--- src/rtl/alu_flags_pkg.sv ---
`timescale 1ns/1ps
package alu_flags_pkg;

  typedef enum logic [1:0] {
    ALU_ADD  = 2'b00,
    ALU_SUB  = 2'b01,
    ALU_CMP  = 2'b10,
    ALU_PASS = 2'b11
  } alu_op_e;

  localparam int unsigned CF_BIT = 0;
  localparam int unsigned ZF_BIT = 6;
  localparam int unsigned SF_BIT = 7;
  localparam int unsigned OF_BIT = 11;

  typedef struct packed {
    logic ovf;
    logic sign;
    logic zero;
    logic carry;
  } flags_t;

endpackage

--- src/rtl/alu_operand_sel.sv ---
`timescale 1ns/1ps
module alu_operand_sel #(
  parameter int unsigned DATA_W = 32,
  parameter int unsigned IMM_W  = 8
) (
  input  logic [DATA_W-1:0] b_i,
  input  logic [IMM_W-1:0]  imm_i,
  input  logic              imm_sel_i,
  output logic [DATA_W-1:0] opb_o
);
  localparam int unsigned EXT_W = DATA_W - IMM_W;

  function automatic logic [DATA_W-1:0] sext(input logic [IMM_W-1:0] v);
    return {{EXT_W{v[IMM_W-1]}}, v};
  endfunction

  always_comb begin
    opb_o = imm_sel_i ? sext(imm_i) : b_i;
  end
endmodule

--- src/rtl/alu_arith_core.sv ---
`timescale 1ns/1ps
module alu_arith_core
  import alu_flags_pkg::*;
#(
  parameter int unsigned DATA_W = 32
) (
  input  alu_op_e           op_i,
  input  logic [DATA_W-1:0] a_i,
  input  logic [DATA_W-1:0] b_i,
  output logic [DATA_W-1:0] res_o,
  output logic              carry_o,
  output logic              ovf_o
);
  localparam int unsigned MSB = DATA_W - 1;

  // Adder with carry-in; returns {carry_out, sum}.
  function automatic logic [DATA_W:0] add_c(input logic [DATA_W-1:0] x,
                                            input logic [DATA_W-1:0] y,
                                            input logic              cin);
    return {1'b0, x} + {1'b0, y} + {{DATA_W{1'b0}}, cin};
  endfunction

  logic              is_sub;
  logic [DATA_W-1:0] b_eff;
  logic [DATA_W:0]   sum_w;

  always_comb begin
    is_sub = (op_i == ALU_SUB) || (op_i == ALU_CMP);
    b_eff  = is_sub ? ~b_i : b_i;
    sum_w  = add_c(a_i, b_eff, is_sub);
    if (op_i == ALU_PASS) begin
      res_o   = b_i;
      carry_o = 1'b0;
      ovf_o   = 1'b0;
    end else begin
      res_o   = sum_w[DATA_W-1:0];
      // subtraction reports borrow = inverted carry out
      carry_o = is_sub ? ~sum_w[DATA_W] : sum_w[DATA_W];
      ovf_o   = (a_i[MSB] == b_eff[MSB]) && (sum_w[MSB] != a_i[MSB]);
    end
  end
endmodule

--- src/rtl/alu_flag_pack.sv ---
`timescale 1ns/1ps
module alu_flag_pack
  import alu_flags_pkg::*;
#(
  parameter int unsigned DATA_W = 32
) (
  input  logic [DATA_W-1:0] res_i,
  input  logic              carry_i,
  input  logic              ovf_i,
  output flags_t            flags_o,
  output logic [DATA_W-1:0] word_o
);
  always_comb begin
    flags_o.ovf   = ovf_i;
    flags_o.sign  = res_i[DATA_W-1];
    flags_o.zero  = (res_i == '0);
    flags_o.carry = carry_i;
    word_o         = '0;
    word_o[CF_BIT] = flags_o.carry;
    word_o[ZF_BIT] = flags_o.zero;
    word_o[SF_BIT] = flags_o.sign;
    word_o[OF_BIT] = flags_o.ovf;
  end
endmodule

--- src/rtl/alu_status_reg.sv ---
`timescale 1ns/1ps
module alu_status_reg #(
  parameter int unsigned DATA_W = 32
) (
  input  logic              clk_i,
  input  logic              rst_i,
  input  logic              load_i,
  input  logic [DATA_W-1:0] d_i,
  output logic [DATA_W-1:0] next_o,
  output logic [DATA_W-1:0] q_o
);
  always_comb begin
    next_o = load_i ? d_i : q_o;
  end

  always_ff @(posedge clk_i) begin
    if (rst_i) q_o <= '0;
    else       q_o <= next_o;
  end
endmodule

--- src/rtl/alu_flags_unit.sv ---
`timescale 1ns/1ps
module alu_flags_unit
  import alu_flags_pkg::*;
#(
  parameter int unsigned DATA_W = 32,
  parameter int unsigned IMM_W  = 8
) (
  input  logic              clk_i,
  input  logic              rst_i,
  input  logic [1:0]        op_sel_i,
  input  logic              imm_sel_i,
  input  logic              flag_en_i,
  input  logic [DATA_W-1:0] a_i,
  input  logic [DATA_W-1:0] b_i,
  input  logic [IMM_W-1:0]  imm8_i,
  output logic [DATA_W-1:0] result_o,
  output logic              wr_en_o,
  output logic [DATA_W-1:0] status_o,
  output logic [DATA_W-1:0] status_next_o
);
  alu_op_e           op;
  logic [DATA_W-1:0] opb;
  logic [DATA_W-1:0] flag_word;
  logic              carry_w;
  logic              ovf_w;
  logic              upd_flags;
  flags_t            flags_w;

  assign op        = alu_op_e'(op_sel_i);
  assign wr_en_o   = (op != ALU_CMP);
  assign upd_flags = flag_en_i && (op != ALU_PASS);

  alu_operand_sel #(.DATA_W(DATA_W), .IMM_W(IMM_W)) u_opsel (
    .b_i       (b_i),
    .imm_i     (imm8_i),
    .imm_sel_i (imm_sel_i),
    .opb_o     (opb)
  );

  alu_arith_core #(.DATA_W(DATA_W)) u_core (
    .op_i    (op),
    .a_i     (a_i),
    .b_i     (opb),
    .res_o   (result_o),
    .carry_o (carry_w),
    .ovf_o   (ovf_w)
  );

  alu_flag_pack #(.DATA_W(DATA_W)) u_pack (
    .res_i   (result_o),
    .carry_i (carry_w),
    .ovf_i   (ovf_w),
    .flags_o (flags_w),
    .word_o  (flag_word)
  );

  alu_status_reg #(.DATA_W(DATA_W)) u_stat (
    .clk_i  (clk_i),
    .rst_i  (rst_i),
    .load_i (upd_flags),
    .d_i    (flag_word),
    .next_o (status_next_o),
    .q_o    (status_o)
  );
endmodule

--- config.mk ---
export PLATFORM = sky130hd
export DESIGN_NAME = alu_flags_unit
export DESIGN_NICKNAME = d
export VERILOG_FILES = /design/src/rtl/alu_flags_pkg.sv /design/src/rtl/alu_operand_sel.sv /design/src/rtl/alu_arith_core.sv /design/src/rtl/alu_flag_pack.sv /design/src/rtl/alu_status_reg.sv /design/src/rtl/alu_flags_unit.sv
export SDC_FILE = /design/constraint.sdc
export NUM_CORES = 1
export LEC_CHECK = 0
export ABC_AREA = 1
export BUFFER_PORTS_ARGS = -buffer_cell sky130_fd_sc_hd__buf_2
export CAP_MARGIN = 30
export CORE_MARGIN = 2
export CORE_UTILIZATION = 54
export CTS_CLUSTER_DIAMETER = 150
export DETAILED_ROUTE_END_ITERATION = 10
export GPL_TIMING_DRIVEN = 0
export MAX_ROUTING_LAYER = met4
export PLACE_DENSITY = 0.83
export SLEW_MARGIN = 5
export SYNTH_ARGS = -nofsm -noshare
export SYNTH_HDL_FRONTEND = slang
export SYNTH_HIERARCHICAL = 1
export SYNTH_SLANG_ARGS = --single-unit
--- constraint.sdc ---
create_clock -name clk_i -period 3.56 [get_ports clk_i]
set_input_delay 0.178 -clock clk_i [delete_from_list [all_inputs] [get_ports clk_i]]
set_output_delay 0.178 -clock clk_i [all_outputs]
set_load 0.05 [all_outputs]
==> results of run 1 <==
-- per-layer routing --
metal	track usage, %	vias to the layer above
met2	57.23	268
met5	-	-
met1	38.57	3064
met4	8.071	0
li1	-	3502
met3	3.647	67
-- worst reg2reg max path, cell delays in order, from the launching register on --
cell                      delay [ns]
sky130_fd_sc_hd__dfxtp_1        0.31
sky130_fd_sc_hd__inv_1          0.06
sky130_fd_sc_hd__nand2_2        0.06
sky130_fd_sc_hd__nand2_2        0.11
sky130_fd_sc_hd__nor2_2         0.04
-- placed cells by master (no fill, tap or decap), drive strengths merged --
cell type	n
xnor2	4
xor2	33
and2	2
ha	32
nor2	114
nand2	446
clkinv	1
a21oi	29
clkinvlp	1
o21bai	4
o21ai	21
nand3b	4
clkbuf	13
fa	1
nand3	41
buf	263
inv	199
nand4	7
nor3	6
or2	6
bufinv	1
conb	28
o22ai	1
dfxtp	32
-- area by class of cell --
class	count	share of cell area (%)
Buffer	57	5.867
Clock buffer	6	0.9074
Clock inverter	2	0.4380
Inverter	200	9.496
Multi-Input combinational cell	779	57.90
Sequential cell	32	8.010
Tap cell	136	2.128
Timing Repair Buffer	213	15.25
-- final timing paths --
| path | end | start | slack, ns | depth (start not counted) |
|---|---|---|---|---|
| hold / removal | u_stat/q_o[31] | rst_i | 0.11 | 2 |
| setup reg to reg | u_stat/q_o[6] | u_stat/q_o[6] | 2.89 | 4 |
| hold reg to reg | u_stat/q_o[0] | u_stat/q_o[0] | 0.54 | 4 |
| setup / recovery | status_next_o[6] | op_sel_i[0] | 0.02 | 23 |
-- stage by stage --
stage	cells	power, uW
2_1_floorplan	1070	2239
3_3_place_gp	1379	2724
3_5_place_dp	1379	2740
4_1_cts	1411	3274
5_1_grt	1425	3836
6_report	1425	3598
-- power groups by stage --
stage	registers (uW)	clock network [uW]	logic [uW]
floorplan	507	0	1730
CTS	399	347	2530
finish	399	342	2860
global route	402	369	3060
global placement	406	0	2320
detailed placement	408	0	2330
-- timing repair --
| item | CTS | global route |
|---|---|---|
| pin swaps | 63 | 59 |
| gates cloned | 0 | 2 |
| gates resized for setup | 81 | 100 |
| buffers inserted | 24 | 14 |
| endpoints found under the setup margin | 1 | 1 |
==> summary.md, run 1 <==
| Metric | Value |
|---|---|
| Minimum setup slack in the final design | 0.01707 ns |
| Chip width | 106.7 um |
| TritonCTS buffer count | 5 |
| Die Height | 106.7 um |
| Worst slack after detailed placement | -0.4767 ns |
| Internal power component | 1523 uW |
| Largest net degree at the start of global routing | 11 |
| Deepest level of the CTS H-tree | 2 |
| Final total negative setup slack | 0 ns |
| Data arrival time at the worst-slack endpoint | 3.36 ns |
| Buffer cell driving the clock tree root | sky130_fd_sc_hd__clkbuf_8 |
| Residual antenna-violating net count after detailed routing | 0 |
| Regs by FF count | u_stat/q_o (32) |
| Final clock skew | 0 ns |
| Area post-placement | 6844 sq um |
| Layout cells sized above 1 | 41.74% |
| Initial core utilization | 55.37% |
| Status | completed |
| Min Tclk post-route | 3.543 ns |
| Transition time at the pin with the least slew margin | 0.7339 ns |
| Clk network pwr share | 9.5% |
| Clock-pin slew on the worst setup and hold paths | 0.07 ns |
| Sum of met3 wire segment lengths after detailed routing | 1233 um |
| Fmax | 0.2823 GHz |
| Setup crit start kind | input port |
| Placed wire-length estimate | 14380 um |
| CTS tree | built |
| Required time of the critical path | 3.38 ns |
| Mean instance size in the synthesized netlist | 5.456 sq um |
| Switching pwr | 2074 uW |
| Initial antenna violation count | 0 |
| Congestion Overflow GR | 0 |
| Slowest stage delay, CP | 0.40 ns |
| Count of port buffers added during placement | 173 |
| Setup Crit Path Kind | in -> out |
| Vias post-DR | 6901 |
| Total length of routed met2 wires | 9370 um |
| Peak ir drop on the vdd network | 361.7 uV |
| Top cell by count, worst path | sky130_fd_sc_hd__nand2_1 |
| Share of total power in sequential cells | 11.1% |
| Largest register by flop count | u_stat/q_o |
| First-pass GRT wire length | 29090 um |
| Layout overhead on the synthesized area | 40.55% |
| Gate Count Post-Synth | 1043 |
| Share of the core filled with cells in the final layout | 77.82% |
| Min-Delay Path Class | in -> reg |
| Logic pwr share | 79.4% |
| Number of endpoints with negative hold slack in the final report | 0 |
| Total setup violations reported at the end of the flow | 0 |
| Skew-Pair Late Insertion Delay | 0.28 ns |
| NumNets Final | 1399 |
| Number of synthesis warnings | 6 |
| Gpl congestion | 0.9476 |
| Final cycle utilization of the critical path | 99.52% |
| CTS max path bufs | 2 |
| Worst-case hold slack | 0.1120 ns |
| Capturing element type of the critical path | primary output |
| Final routed wire length divided by cell count | 13.55 um |
| Highest metal used | met4 |
| Top cell family by delay on the critical path | simple AND/OR/NAND/NOR gates |
| Flip-flop and latch area | 640.6 sq um |
| Die footprint | 11380 sq um |
| Net switching share of the total power | 57.66% |
| GR Util All Layers | 32.10% |
| Maximum fanout along the worst path | 7 |
| Post-detailed-routing wire length | 19300 um |
| Setup repair after global routing missed its margin | yes |
| Number of design rule violations left after detail routing | 0 |
| Number of search-and-repair iterations in the first detailed-routing pass | 5 |
| Cell chain of the critical path | buf_4 > ha_4 > buf_12 > xor2_1 > ha_2 > buf_4 > a21oi_4 > nand2_2 > inv_1 > nand2_1 > or2_2 > nand3_1 > nand2_1 > nor2_1 > nand2_1 > nor2_2 > nand2_2 > nor2_2 > inv_1 > nand2_1 > nand2_2 > clkinvlp_4 > buf_8 |
| Leakage component of the power | 0.004563 uW |
| Detailed-route wire length on metal 1 | 7994 um |
| Standard cell core area | 10280 sq um |
| Clock sink count | 32 |
| Vias in the first global route | 6374 |
| Final Cell Area | 7998 sq um |
| Maximum capacitance violations | 0 |
| Io pins | 175 |
| Number of antenna repair diodes | 0 |
| Number of rows in the core area | 37 |
| Max stage delay cell, worst path | sky130_fd_sc_hd__ha_4 |
| Crit path buf inv count | 7 |
| Filler cell count in the final layout | 858 |
| DRT iter0 DRCs | 384 |
| Largest register FFs | 32 |
| Max Slew Vio Count | 0 |
| Synthesized area | 5690 sq um |
| Slew headroom | 51.07% |
| Power per unit of standard cell area | 449.8 nW/um^2 |
| Vias per Instance | 4.843 |
| Hold-fix buffers at CTS | 0 |
| Multi-input gate area in the final layout | 4631 sq um |
Note: power is estimated with default switching activity, not from simulation.
==> run 2: changes to the inputs <==
==> constraint.sdc (replaced) <==
create_clock -name clk_i -period 3.56 [get_ports clk_i]
set_input_delay 0.178 -clock clk_i [delete_from_list [all_inputs] [get_ports clk_i]]
set_output_delay 0.178 -clock clk_i [all_outputs]
set_load 0.1 [all_outputs]
==> summary.md, run 2 (synthesis gave the netlist of run 1 again) <==
| Metric | Value |
|---|---|
| Status | complete, but fails checks |
| Violations in the final reports | negative setup slack |
| Skew-Pair Late Insertion Delay | 0.28 ns (about the same) |
| Die Height | 106.7 um (unchanged) |
| Switching pwr | 2842 uW (+37%) |
| Capturing element type of the critical path | primary output |
| Power per unit of standard cell area | 535.7 nW/um^2 (+19%) |
| Buffer cell driving the clock tree root | sky130_fd_sc_hd__clkbuf_8 |
| First-pass GRT wire length | 29020 um (-0.24%) |
| Final Cell Area | 8159 sq um (+2.0%) |
| Slowest stage delay, CP | 0.36 ns (-0.04 ns) |
| TritonCTS buffer count | 5 (unchanged) |
| Largest register by flop count | u_stat/q_o |
| CTS tree | built |
| Final cycle utilization of the critical path | 101.8% (+2.3 points) |
| Maximum capacitance violations | 0 (unchanged) |
| Standard cell core area | 10280 sq um (unchanged) |
| Final clock skew | 0 ns (unchanged) |
| CTS max path bufs | 2 (unchanged) |
| Clock sink count | 32 (unchanged) |
| Required time of the critical path | 3.38 ns (about the same) |
| Io pins | 175 (unchanged) |
| Largest net degree at the start of global routing | 12 (+1) |
| Post-detailed-routing wire length | 19510 um (+1.1%) |
| Setup Crit Path Kind | in -> out |
| Regs by FF count | u_stat/q_o (32) |
| GR Util All Layers | 32.05% (-0.045 points) |
| Residual antenna-violating net count after detailed routing | 0 (unchanged) |
| Fmax | 0.2760 GHz (-2.2%) |
| Minimum setup slack in the final design | -0.06342 ns (-0.08049 ns) |
| Clk network pwr share | 8.2% (-1.3 points) |
| Top cell by count, worst path | sky130_fd_sc_hd__nand2_2 |
| Deepest level of the CTS H-tree | 2 (unchanged) |
| Min Tclk post-route | 3.623 ns (+0.08049 ns) |
| Worst slack after detailed placement | -0.5841 ns (-0.1074 ns) |
| Detailed-route wire length on metal 1 | 8213 um (+2.7%) |
| Initial antenna violation count | 0 (unchanged) |
| Max Slew Vio Count | 0 (unchanged) |
| Maximum fanout along the worst path | 6 (-1) |
| Share of total power in sequential cells | 9.2% (-1.9 points) |
| Slew headroom | 47.46% (-3.6 points) |
| Count of port buffers added during placement | 173 (unchanged) |
| Vias per Instance | 4.928 (+1.8%) |
| Number of rows in the core area | 37 (unchanged) |
| Net switching share of the total power | 65.03% (+7.4 points) |
| NumNets Final | 1397 (-0.14%) |
| Vias in the first global route | 6407 (+0.52%) |
| Largest register FFs | 32 (unchanged) |
| Sum of met3 wire segment lengths after detailed routing | 1348 um (+9.3%) |
| Internal power component | 1529 uW (+0.36%) |
| DRT iter0 DRCs | 504 (+31%) |
| Peak ir drop on the vdd network | 422.4 uV (+17%) |
| Max stage delay cell, worst path | sky130_fd_sc_hd__ha_1 |
| Leakage component of the power | 0.004623 uW (+1.3%) |
| Setup repair after global routing missed its margin | yes |
| Layout overhead on the synthesized area | 43.38% |
| Leading cell types in the layout, fill and taps excluded | sky130_fd_sc_hd__nand2_1 (295), sky130_fd_sc_hd__inv_1 (192), sky130_fd_sc_hd__buf_2 (173), sky130_fd_sc_hd__nand2_2 (141), sky130_fd_sc_hd__buf_4 (65) |
| Placed wire-length estimate | 14310 um (-0.50%) |
| Chip width | 106.7 um (unchanged) |
| Setup crit start kind | input port |
| Min-Delay Path Class | in -> reg |
| Number of endpoints with negative hold slack in the final report | 0 (unchanged) |
| Gpl congestion | 0.9863 (+4.1%) |
| Most common library cell in the layout ignoring fill and taps | sky130_fd_sc_hd__nand2_1 |
| Total setup violations reported at the end of the flow | 1 (+1) |
| Final routed wire length divided by cell count | 13.71 um (+1.2%) |
| Vias post-DR | 7013 (+1.6%) |
| Congestion Overflow GR | 0 (unchanged) |
| Number of antenna repair diodes | 0 (unchanged) |
| Clock-pin slew on the worst setup and hold paths | 0.07 ns (about the same) |
| Number of design rule violations left after detail routing | 0 (unchanged) |
| Logic pwr share | 82.7% (+3.3 points) |
| Highest metal used | met4 |
| Hold-fix buffers at CTS | 0 (unchanged) |
| Layout cells sized above 1 | 44.37% (+2.6 points) |
| Die footprint | 11380 sq um (unchanged) |
| Total length of routed met2 wires | 9226 um (-1.5%) |
| Data arrival time at the worst-slack endpoint | 3.45 ns (+0.09 ns) |
| Area post-placement | 7022 sq um (+2.6%) |
| Number of search-and-repair iterations in the first detailed-routing pass | 5 (unchanged) |
| Initial core utilization | 55.37% (unchanged) |
| Final total negative setup slack | -0.06342 ns (-0.06342 ns) |
| Transition time at the pin with the least slew margin | 0.7881 ns (+0.05418 ns) |
==> run 2: layer usage <==
layer  track usage (%)  vias up
met3             2.614       67
met5                 -        -
met4             9.740        0
li1                  -     3506
met1             40.25     3107
met2             55.00      333
==> run 2: timing repair <==
item | CTS | global route
setup endpoints to repair | 1 | 2
setup buffers | 21 | 15
cloned | 1 | 1
gates resized for setup | 56 | 121
pin swaps | 41 | 79
==> run 2: area by class of cell <==
type / instances / area [sq um]
inverter: 200 / 762.0
sequential: 32 / 640.6
clock buffer: 5 / 68.82
buffer: 57 / 467.9
clock inverter: 3 / 42.54
multi-input combinational: 779 / 4747
tap: 136 / 170.2
timing repair buffer: 211 / 1260
fill: 768 / 2118
==> run 2: per-stage QoR <==
step | hold WS (ns) | cells | util [%] | power (uW)
finish | 0.1102 | 1423 | 79.39 | 4371
global route | 0.1098 | 1423 | 79.39 | 4583
CTS | 0.1010 | 1407 | 72.96 | 4051
detailed placement | 0.4011 | 1379 | 68.32 | 3535
global placement | 0.4033 | 1379 | 68.32 | 3514
floorplan | 0.2449 | 1070 | - | 3030
==> run 2: worst paths after layout <==
check	from	end	slack (ns)	cells after the start
max	op_sel_i[0]	status_next_o[6]	-0.06	27
max reg2reg	u_stat/q_o[6]	u_stat/q_o[6]	2.65	6
min	rst_i	u_stat/q_o[31]	0.11	2
min reg2reg	u_stat/q_o[13]	u_stat/q_o[13]	0.54	4
==> run 2: power by group through the flow <==
stage               clock network [uW]  logic [uW]  registers, uW
floorplan                            0        2420            613
global placement                     0        3110            406
detailed placement                   0        3130            408
CTS                                363        3290            400
global route                       377        3800            403
finish                             357        3610            400
==> run 2: worst max-delay path: cells and delay by family <==
kind                       cells  cell delay (ns)
buffers and inverters          7             0.77
and+or+nand+nor               17             1.69
xor gates and xnor gates       1             0.16
adders and majority gates      2             0.65
==> run 3: changes to the inputs <==
--- a/config.mk
+++ b/config.mk
@@ -9,13 +9,13 @@
 export BUFFER_PORTS_ARGS = -buffer_cell sky130_fd_sc_hd__buf_2
 export CAP_MARGIN = 30
 export CORE_MARGIN = 2
-export CORE_UTILIZATION = 54
+export CORE_UTILIZATION = 45
 export CTS_CLUSTER_DIAMETER = 150
 export DETAILED_ROUTE_END_ITERATION = 10
 export GPL_TIMING_DRIVEN = 0
 export MAX_ROUTING_LAYER = met4
-export PLACE_DENSITY = 0.83
-export SLEW_MARGIN = 5
+export PLACE_DENSITY = 0.71
+export SKIP_LAST_GASP = 1
 export SYNTH_ARGS = -nofsm -noshare
 export SYNTH_HDL_FRONTEND = slang
 export SYNTH_HIERARCHICAL = 1
==> summary.md, run 3 (synthesis gave the netlist of run 1 again) <==
| Metric | Value |
|---|---|
| Largest register FFs | 32 (unchanged) |
| Post-detailed-routing wire length | 19550 um (+0.18%) |
| Final total negative setup slack | 0 ns (+0.06342 ns) |
| Leakage component of the power | 0.004696 uW (+1.6%) |
| Filler cell count in the final layout | 1187 (+55%) |
| Residual antenna-violating net count after detailed routing | 0 (unchanged) |
| Transition time at the pin with the least slew margin | 0.8785 ns (+0.09037 ns) |
| Maximum fanout along the worst path | 7 (+1) |
| Vias in the first global route | 6062 (-5.4%) |
| Vias per Instance | 4.634 (-6.0%) |
| Top cell by count, worst path | sky130_fd_sc_hd__nand2_2 |
| NumNets Final | 1396 (-0.072%) |
| Peak ir drop on the vdd network | 586.7 uV (+39%) |
| Power per unit of standard cell area | 544.9 nW/um^2 (+1.7%) |
| Initial antenna violation count | 0 (unchanged) |
| Gpl congestion | 0.9993 (+1.3%) |
| Setup Crit Path Kind | in -> out |
| Capturing element type of the critical path | primary output |
| Most common library cell in the layout ignoring fill and taps | sky130_fd_sc_hd__nand2_1 |
| Die footprint | 13560 sq um (+19%) |
| Maximum capacitance violations | 0 (unchanged) |
| Buffer cell driving the clock tree root | sky130_fd_sc_hd__clkbuf_16 |
| M1 GR Usage | 33.31% (-6.9 points) |
| Crit path buf inv count | 6 (-1) |
| Max stage delay cell, worst path | sky130_fd_sc_hd__ha_2 |
| Final cycle utilization of the critical path | 98.97% (-2.8 points) |
| Slew headroom | 41.43% (-6.0 points) |
| Clock sink count | 32 (unchanged) |
| M2 GR Usage | 47.71% (-7.3 points) |
| Io pins | 175 (unchanged) |
| Count of port buffers added during placement | 173 (unchanged) |
| Global routing usage on met3 | 3.425% (+0.81 points) |
| Number of endpoints with negative hold slack in the final report | 0 (unchanged) |
| Placed Cells incl. Taps | 1415 (+2.6%) |
| Number of rows in the core area | 41 (+11%) |
| Clock-pin slew on the worst setup and hold paths | 0.05 ns (-0.02 ns) |
| Die Height | 116.5 um (+9.2%) |
| Worst slack after detailed placement | -0.6449 ns (-0.06085 ns) |
| Number of search-and-repair iterations in the first detailed-routing pass | 5 (unchanged) |
| Data arrival time at the worst-slack endpoint | 3.35 ns (-0.10 ns) |
| Total power of the final layout | 4583 uW (+4.8%) |
| Initial core utilization | 45.65% (-9.7 points) |
| Min-Delay Path Class | in -> reg |
| Required time of the critical path | 3.38 ns (about the same) |
| Standard cell core area | 12470 sq um (+21%) |
| DRT iter0 DRCs | 321 (-36%) |
| CTS max path bufs | 2 (unchanged) |
| Max Slew Vio Count | 0 (unchanged) |
| Cell Count, Final, Fillers Out | 1458 (+2.5%) |
| Layout overhead on the synthesized area | 47.80% |
| Skew-Pair Late Insertion Delay | 0.27 ns (about the same) |
| Total setup violations reported at the end of the flow | 0 (-1) |
| Vias post-DR | 6756 (-3.7%) |
| Largest net degree at the start of global routing | 11 (-1) |
| Hold-fix buffers at CTS | 0 (unchanged) |
| Layout cells sized above 1 | 46.19% (+1.8 points) |
| Global routing's busiest layer | met2 |
| Minimum setup slack in the final design | 0.03684 ns (+0.1003 ns) |
| Setup crit start kind | input port |
| Placed wire-length estimate | 14650 um (+2.4%) |
| Congestion Overflow GR | 0 (unchanged) |
| Min Tclk post-route | 3.523 ns (-0.1003 ns) |
| Fmax | 0.2838 GHz (+2.8%) |
| Final routed wire length divided by cell count | 13.41 um (-2.2%) |
| Setup repair after global routing missed its margin | yes |
| Leading cell types in the layout, fill and taps excluded | sky130_fd_sc_hd__nand2_1 (283), sky130_fd_sc_hd__inv_1 (189), sky130_fd_sc_hd__buf_2 (176), sky130_fd_sc_hd__nand2_2 (145), sky130_fd_sc_hd__buf_4 (65) |
| TritonCTS buffer count | 5 (unchanged) |
| Final clock skew | 0 ns (unchanged) |
| Chip width | 116.5 um (+9.2%) |
| Regs by FF count | u_stat/q_o (32) |
| CTS tree | built |
| Largest register by flop count | u_stat/q_o |
| GR Util All Layers | 27.32% (-4.7 points) |
| Status | completed |
| Top cell family by delay on the critical path | simple AND/OR/NAND/NOR gates |
| Deepest level of the CTS H-tree | 2 (unchanged) |
| Number of design rule violations left after detail routing | 0 (unchanged) |
| Number of antenna repair diodes | 0 (unchanged) |
| First-pass GRT wire length | 28670 um (-1.2%) |
| Slowest stage delay, CP | 0.45 ns (+0.09 ns) |
| Worst-case hold slack | 0.1247 ns (+0.01448 ns) |
[run 3: changes by cell type in the layout (fill, tap and decap cells not counted), sizes merged]
cell,previous run,this run
clkbuf,14,12
clkinvlp,2,1
buf,259,261
[run 3: stage by stage]
step / cell area [sq um] / utilization (%)
after floorplan: 5986 / -
final: 8411 / 67.47
after global placement: 7067 / 56.69
after detailed placement: 7067 / 56.69
after global routing: 8411 / 67.47
after CTS: 7696 / 61.74
[run 3: cell type report]
cell class / count / area [sq um] / share of cell area (%)
Multi-Input combinational cell: 779 / 4932 / 58.64
Clock buffer: 6 / 128.9 / 1.532
Sequential cell: 32 / 640.6 / 7.617
Buffer: 57 / 469.2 / 5.579
Tap cell: 172 / 215.2 / 2.559
Timing Repair Buffer: 210 / 1225 / 14.56
Inverter: 200 / 764.5 / 9.090
Clock inverter: 2 / 35.03 / 0.4165
[run 3: repair_timing]
action / in CTS / in global routing
buffers inserted: 18 / 18
pin swaps: 47 / 87
gates resized for setup: 88 / 137
endpoints found under the setup margin: 1 / 3
gates cloned: 1 / 1
[run 3: layer usage]
metal / routed length, um / part of all wire, %
met1: 8306 / 42
met2: 9614 / 49
met3: 1091 / 5.6
met4: 533 / 2.7
met5: 0 / 0
[run 3: where the power goes]
group / switching [uW] / total [uW] / internal, uW
clock: 154 / 482 / 329
sequential: 12.6 / 400 / 387
combinational: 2720 / 3700 / 982
total: 2880 / 4580 / 1700
[run 3: worst paths after layout]
check,startpoint,end,slack [ns],cells after the start
max,op_sel_i[0],status_next_o[6],0.04,26
min,rst_i,u_stat/q_o[31],0.12,2
max reg2reg,u_stat/q_o[6],u_stat/q_o[6],2.81,5
min reg2reg,u_stat/q_o[24],u_stat/q_o[24],0.54,4
